`src/rtl/lcd_seq_pkg.sv`:
```
package lcd_seq_pkg;

    typedef enum logic [1:0] {
        MODE_HBLANK = 2'd0,
        MODE_VBLANK = 2'd1,
        MODE_OAM    = 2'd2,
        MODE_XFER   = 2'd3
    } lcd_mode_e;

endpackage

```
`src/rtl/lcd_phase_ctrl.sv`:
```
module lcd_phase_ctrl
    import lcd_seq_pkg::*;
#(
    parameter int OAM_CYCLES  = 80,
    parameter int XFER_CYCLES = 172,
    parameter int HBL_CYCLES  = 204,
    parameter int VIS_LINES   = 144,
    parameter int TOTAL_LINES = 154,
    parameter int MAX_STEP    = 24
) (
    input  logic                                 clk,
    input  logic                                 rst_n,
    input  logic                                 step_valid_i,
    input  logic [$clog2(MAX_STEP+1)-1:0]        step_cycles_i,
    output lcd_mode_e                            mode_o,
    output logic [$clog2(TOTAL_LINES)-1:0]       line_o,
    output logic                                 render_o,
    output logic                                 enter_vbl_o
);
    localparam int LINE_CYCLES = OAM_CYCLES + XFER_CYCLES + HBL_CYCLES;
    localparam int ACC_W       = $clog2(LINE_CYCLES + MAX_STEP + 1);
    localparam int LINE_W      = $clog2(TOTAL_LINES);

    typedef struct packed {
        lcd_mode_e          mode;
        logic [ACC_W-1:0]   acc;
        logic [LINE_W-1:0]  line;
        logic               render;
    } phase_st_t;

    phase_st_t st_d, st_q;
    logic [ACC_W-1:0] sum;
    logic [ACC_W-1:0] limit;
    logic             enter_vbl;

    function automatic logic [ACC_W-1:0] phase_len(lcd_mode_e m);
        case (m)
            MODE_OAM:    return ACC_W'(OAM_CYCLES);
            MODE_XFER:   return ACC_W'(XFER_CYCLES);
            MODE_HBLANK: return ACC_W'(HBL_CYCLES);
            default:     return ACC_W'(LINE_CYCLES);
        endcase
    endfunction

    always_comb begin
        st_d      = st_q;
        st_d.render = 1'b0;
        enter_vbl = 1'b0;
        sum       = st_q.acc + ACC_W'(step_cycles_i);
        limit     = phase_len(st_q.mode);
        if (step_valid_i) begin
            if (sum >= limit) begin
                st_d.acc = sum - limit;   // remainder carries into next phase
                case (st_q.mode)
                    MODE_OAM: st_d.mode = MODE_XFER;
                    MODE_XFER: begin
                        st_d.mode   = MODE_HBLANK;
                        st_d.render = 1'b1;
                    end
                    MODE_HBLANK: begin
                        st_d.line = st_q.line + 1'b1;
                        if (st_q.line == LINE_W'(VIS_LINES - 1)) begin
                            st_d.mode = MODE_VBLANK;
                            enter_vbl = 1'b1;
                        end else begin
                            st_d.mode = MODE_OAM;
                        end
                    end
                    default: begin
                        if (st_q.line == LINE_W'(TOTAL_LINES - 1)) begin
                            st_d.line = '0;
                            st_d.mode = MODE_OAM;
                        end else begin
                            st_d.line = st_q.line + 1'b1;
                        end
                    end
                endcase
            end else begin
                st_d.acc = sum;
            end
        end
    end

    always_ff @(posedge clk or negedge rst_n) begin
        if (!rst_n) begin
            st_q <= '{mode: MODE_OAM, acc: '0, line: '0, render: 1'b0};
        end else begin
            st_q <= st_d;
        end
    end

    assign mode_o      = st_q.mode;
    assign line_o      = st_q.line;
    assign render_o    = st_q.render;
    assign enter_vbl_o = enter_vbl;

    assert_step_limit_R2: assert property (@(posedge clk) disable iff (!rst_n)
        step_valid_i |-> (int'(step_cycles_i) <= MAX_STEP));

    assert_hold_idle_R2: assert property (@(posedge clk) disable iff (!rst_n)
        !step_valid_i |=> ($stable(st_q.mode) && $stable(st_q.line) && $stable(st_q.acc)));

    assert_acc_bound_R6: assert property (@(posedge clk) disable iff (!rst_n)
        st_q.acc < phase_len(st_q.mode));

    assert_strobe_hblank_R4: assert property (@(posedge clk) disable iff (!rst_n)
        st_q.render |-> (st_q.mode == MODE_HBLANK));

    assert_strobe_single_R4: assert property (@(posedge clk) disable iff (!rst_n)
        st_q.render |=> !st_q.render);

    assert_line_range_R7: assert property (@(posedge clk) disable iff (!rst_n)
        int'(st_q.line) < TOTAL_LINES);

    assert_vbl_lines_R5: assert property (@(posedge clk) disable iff (!rst_n)
        (st_q.mode == MODE_VBLANK) == (int'(st_q.line) >= VIS_LINES));

endmodule

```
`src/rtl/lcd_vbl_flag.sv`:
```
module lcd_vbl_flag (
    input  logic clk,
    input  logic rst_n,
    input  logic raise_i,
    input  logic wr_i,
    input  logic wr_val_i,
    input  logic ack_i,
    output logic irq_o
);
    logic irq_d, irq_q;

    always_comb begin
        irq_d = irq_q;
        if (raise_i)     irq_d = 1'b1;
        else if (wr_i)   irq_d = wr_val_i;
        else if (ack_i)  irq_d = 1'b0;
    end

    always_ff @(posedge clk or negedge rst_n) begin
        if (!rst_n) irq_q <= 1'b0;
        else        irq_q <= irq_d;
    end

    assign irq_o = irq_q;

    assert_raise_wins_R8: assert property (@(posedge clk) disable iff (!rst_n)
        raise_i |=> irq_q);

    assert_ack_clears_R9: assert property (@(posedge clk) disable iff (!rst_n)
        (ack_i && !wr_i && !raise_i) |=> !irq_q);

    assert_write_loads_R9: assert property (@(posedge clk) disable iff (!rst_n)
        (wr_i && !raise_i) |=> (irq_q == $past(wr_val_i)));

endmodule

```
`src/rtl/lcd_scan_seq.sv`:
```
module lcd_scan_seq
    import lcd_seq_pkg::*;
#(
    parameter int OAM_CYCLES  = 80,
    parameter int XFER_CYCLES = 172,
    parameter int HBL_CYCLES  = 204,
    parameter int VIS_LINES   = 144,
    parameter int TOTAL_LINES = 154,
    parameter int MAX_STEP    = 24
) (
    input  logic                              clk,
    input  logic                              rst_n,
    input  logic                              step_valid_i,
    input  logic [$clog2(MAX_STEP+1)-1:0]     step_cycles_i,
    input  logic                              irq_wr_i,
    input  logic                              irq_wr_val_i,
    input  logic                              irq_ack_i,
    output logic [1:0]                        mode_o,
    output logic [$clog2(TOTAL_LINES)-1:0]    line_o,
    output logic                              render_o,
    output logic                              vblank_irq_o
);
    lcd_mode_e mode;
    logic      enter_vbl;

    lcd_phase_ctrl #(
        .OAM_CYCLES  (OAM_CYCLES),
        .XFER_CYCLES (XFER_CYCLES),
        .HBL_CYCLES  (HBL_CYCLES),
        .VIS_LINES   (VIS_LINES),
        .TOTAL_LINES (TOTAL_LINES),
        .MAX_STEP    (MAX_STEP)
    ) i_phase (
        .clk           (clk),
        .rst_n         (rst_n),
        .step_valid_i  (step_valid_i),
        .step_cycles_i (step_cycles_i),
        .mode_o        (mode),
        .line_o        (line_o),
        .render_o      (render_o),
        .enter_vbl_o   (enter_vbl)
    );

    lcd_vbl_flag i_flag (
        .clk      (clk),
        .rst_n    (rst_n),
        .raise_i  (enter_vbl),
        .wr_i     (irq_wr_i),
        .wr_val_i (irq_wr_val_i),
        .ack_i    (irq_ack_i),
        .irq_o    (vblank_irq_o)
    );

    assign mode_o = mode;

endmodule

```
`config.mk`:
```
export PLATFORM = sky130hd
export DESIGN_NAME = lcd_scan_seq
export DESIGN_NICKNAME = d
export VERILOG_FILES = /design/src/rtl/lcd_seq_pkg.sv /design/src/rtl/lcd_phase_ctrl.sv /design/src/rtl/lcd_vbl_flag.sv /design/src/rtl/lcd_scan_seq.sv
export SDC_FILE = /design/constraint.sdc
export NUM_CORES = 1
export LEC_CHECK = 0
export BUFFER_PORTS_ARGS = -buffer_cell sky130_fd_sc_hd__buf_2
export CELL_PAD_IN_SITES_DETAIL_PLACEMENT = 1
export CELL_PAD_IN_SITES_GLOBAL_PLACEMENT = 1
export CORE_UTILIZATION = 30
export DETAILED_ROUTE_END_ITERATION = 16
export GPL_ROUTABILITY_DRIVEN = 0
export HOLD_SLACK_MARGIN = 0.08
export PLACE_DENSITY = 0.67
export SYNTH_ARGS = -nofsm -noshare
export SYNTH_HDL_FRONTEND = slang
export SYNTH_HIERARCHICAL = 1
export SYNTH_SLANG_ARGS = --single-unit
```
`constraint.sdc`:
```
create_clock -name clk -period 4.81 [get_ports clk]
set_input_delay 0.481 -clock clk [delete_from_list [all_inputs] [get_ports clk]]
set_output_delay 0.481 -clock clk [all_outputs]
set_load 0.1 [all_outputs]
```
==> metrics.md <==
| Metric | Value |
|---|---|
| Status | `finished clean` |
| Post-synth EDFFs | `0` |
| Reg2reg path depth | `15` |
| Slew @ Worst Pin | `982 ps` |
| Fill cells | `756` |
| # port buffers | `22` |
| Post-CTS sizing | `0` |
| # clock sinks | `21` |
| Post-DRT Antenna Nets | `0` |
| Final TNS setup | `0 ps` |
| Clk slew on worst S/H paths | `90 ps` |
| #FFs+latches synth | `21` |
| Critical R2R Launch | `i_phase/st_q[9]$_DFFE_PN0P_` |
| DR WL/cell | `16.8 um` |
| Total number of vias | `1,661` |
| Prevailing post-synth register cell | `dfrtp_1` |
| Largest cells by area after synthesis | `dfrtp_1 26%, ha_1 12%, buf_4 4.2%, nor2_1 3.7%, xnor2_1 3.6%` |
| 1st-iter DRT viols | `81` |
| Total number of H-tree levels | `1` |
| Relative slew slack | `0.341` |
| Largest net degree at the start of global routing | `22` |
| # DRC | `0` |
| Critical path capture point type | `flip-flop` |
| Row count | `28` |
| Slowest Stage Delay on Critical Path | `800 ps` |
| Final instance area | `2090 um2` |
| Critical path data required time | `4970 ps` |
| Root Driver | `clkbuf_8` |
| First-pass GRT wire length | `8880 um` |
| Syn avg cell area | `8.83 um2` |
| Vias in the first global route | `1,726` |
| Maximum fanout along the worst path | `13` |
| Tmin final | `4160 ps` |
| Yosys cell types | `52` |
| Leading area contributor after synthesis | `dfrtp_1` |
| Top cell type's share of synthesized area | `0.258` |
| Skew-Pair Late Insertion Delay | `270 ps` |
| TritonCTS clock tree | `done` |
| Synth Cell Area | `1940 um2` |
| Routed WL | `5130 um` |
| Gr usage total | `0.175` |
| Min-Delay Path Class | `input port to async pin` |
| Synth-to-Final Area Change | `7.79%` |
| Syn nets | `251` |
| Max Clock Freq | `241 MHz` |
| Final setup violating endpoints | `0` |
| RSZ-0062 raised after global routing | `false` |
| TritonRoute pass-1 iters | `4` |
| Worst hold slack | `173 ps` |
| # diodes | `0` |
| Post-CTS setup buffer count | `0` |
| Area occupied by multi-input gates | `1230 um2` |
| DIE WIDTH | `82.5 um` |
| CTS Buf Count | `3` |
| FF/Latch Area | `527 um2` |
| Async SR Flop Fraction | `1.00` |
| Setup CP Type | `flip-flop to flip-flop` |
| Dpl hpwl | `4020 um` |
| CTS Hold Bufs | `0` |
| Final hold violations | `0` |
| Setup slack, reg-to-reg | `650 ps` |
| Gr ovfl total | `0` |
| Die ar. | `6800 um2` |
| Worst flop-to-flop path endpoint | `i_phase/mode_o[0]$_DFFE_PN0P_` |
| Critical Path AT | `4320 ps` |
| Initial core utilization | `0.319` |
| IO Count | `23` |
| Critical Path Slowest Stage Cell | `o21ai_1` |
| Fin crit share | `0.864` |
| Layout cells sized above 1 | `0.165` |
| Most frequent cells in the layout | `22 x buf_2, 20 x dfrtp_1, 19 x nor2_1, 18 x ha_1, 15 x inv_1` |
| Final worst clock skew | `6.02 ps` |
| Placed cell area | `2050 um2` |
| Max-cap violations | `0` |
| DIE HEIGHT | `82.5 um` |
| Core Footprint | `6100 um2` |
| Sequential area share after synthesis | `0.271` |
| Drt via density | `5.43` |
| Slew Limit Fails | `0` |
| CP Cell Sequence | `ha_1 -> inv_1 -> fa_1 -> nor2b_1 -> o21ai_0 -> a21boi_0 -> nor2_1 -> ha_1 -> nor2b_1 -> a221oi_1 -> buf_4 -> nand4b_1 -> o21ai_1 -> o211ai_1 -> mux2_2` |
| Initial antenna violation count | `0` |
| CTS Buffer Depth | `2` |
| Most common cell after layout, fill and taps aside | `buf_2` |
| Fin nets | `263` |
| Worst setup SP type | `flip-flop` |
| Post-Synthesis Cells | `220` |
| Synth warn | `6` |
## through the flow
step	std cells	utilization	worst slack, ps
after floorplan	220	-	1310
after global placement	302	0.336	598
after detailed placement	302	0.336	589
after CTS	306	0.344	710
after global routing	306	0.344	335
final	306	0.344	653
## cell type report
type,instances,area share
flip-flops and latches,21,0.251
multi-input cells,165,0.590
inverters,16,0.0287
clock inverters,1,0.00239
repair buffers,25,0.0633
well taps,75,0.0448
clock buffers,3,0.0197
## synth_stat cells (3+ instances only)
| master | n |
|---|---|
| a21o_1 | 6 |
| a21oi_1 | 9 |
| a31oi_1 | 6 |
| buf_2 | 4 |
| buf_4 | 11 |
| dfrtp_1 | 20 |
| ha_1 | 18 |
| inv_1 | 15 |
| mux2_2 | 3 |
| nand2_1 | 10 |
| nand2b_1 | 3 |
| nand3_1 | 10 |
| nand4_1 | 3 |
| nand4b_1 | 3 |
| nor2_1 | 19 |
| nor2b_1 | 5 |
| o2111ai_1 | 4 |
| o211ai_1 | 7 |
| o21ai_0 | 6 |
| o21ai_1 | 6 |
| o2bb2ai_1 | 3 |
| or3_1 | 3 |
| xnor2_1 | 8 |
## cells by family after synthesis
group / count (synthesis) / synth area share
xor gates and xnor gates: 11 / 0.0567
DFF: 21 / 0.271
buffers and inverters: 34 / 0.0934
and+or+nand+nor: 66 / 0.178
adders and majority gates: 20 / 0.137
AOI/OAI and AO/OA: 62 / 0.231
muxes: 6 / 0.0335
## state kept, by name, indices dropped and copies added, names as in the netlist
register and count:
i_phase/line_o 8, i_phase/render_o 1, i_phase/st_q 9, i_phase/mode_o 2, i_flag/irq_o 1
## worst max-delay path by stage
stage                                          endpoint                   startpoint  depth (start not counted)  slack [ps]
after floorplan                i_flag/irq_o$_DFFE_PN0P_             step_cycles_i[0]                         17        1310
after global placement    i_phase/mode_o[0]$_DFFE_PN0P_             step_cycles_i[0]                         16         600
after detailed placement  i_phase/mode_o[0]$_DFFE_PN0P_             step_cycles_i[0]                         17         590
after CTS                 i_phase/mode_o[0]$_DFFE_PN0P_  i_phase/st_q[9]$_DFFE_PN0P_                         15         710
after global routing      i_phase/line_o[2]$_DFFE_PN0P_  i_phase/st_q[9]$_DFFE_PN0P_                         15         340
final                     i_phase/mode_o[0]$_DFFE_PN0P_  i_phase/st_q[9]$_DFFE_PN0P_                         15         650
## per-layer routing
| layer | global-route usage | share of wire | vias up |
|---|---|---|---|
| li1 | - | - | 816 |
| met1 | 0.250 | 0.49 | 807 |
| met2 | 0.283 | 0.47 | 34 |
| met3 | 0.0154 | 0.034 | 4 |
| met4 | 0.0404 | 0.0055 | 0 |
| met5 | 0 | 0 | - |
## critical path: cells and delay by family, from the launching register on
kind | cells | cell delay, ps
AOI/OAI and AO/OA | 5 | 1540
adders and majority gates | 3 | 960
buffers and inverters | 2 | 230
DFF | 1 | 370
muxes | 1 | 330
and+or+nand+nor | 4 | 630
Power is left out: the tool's default activity adds up to more than one toggle a clock period on the data nets, which glitch-free logic cannot reach.
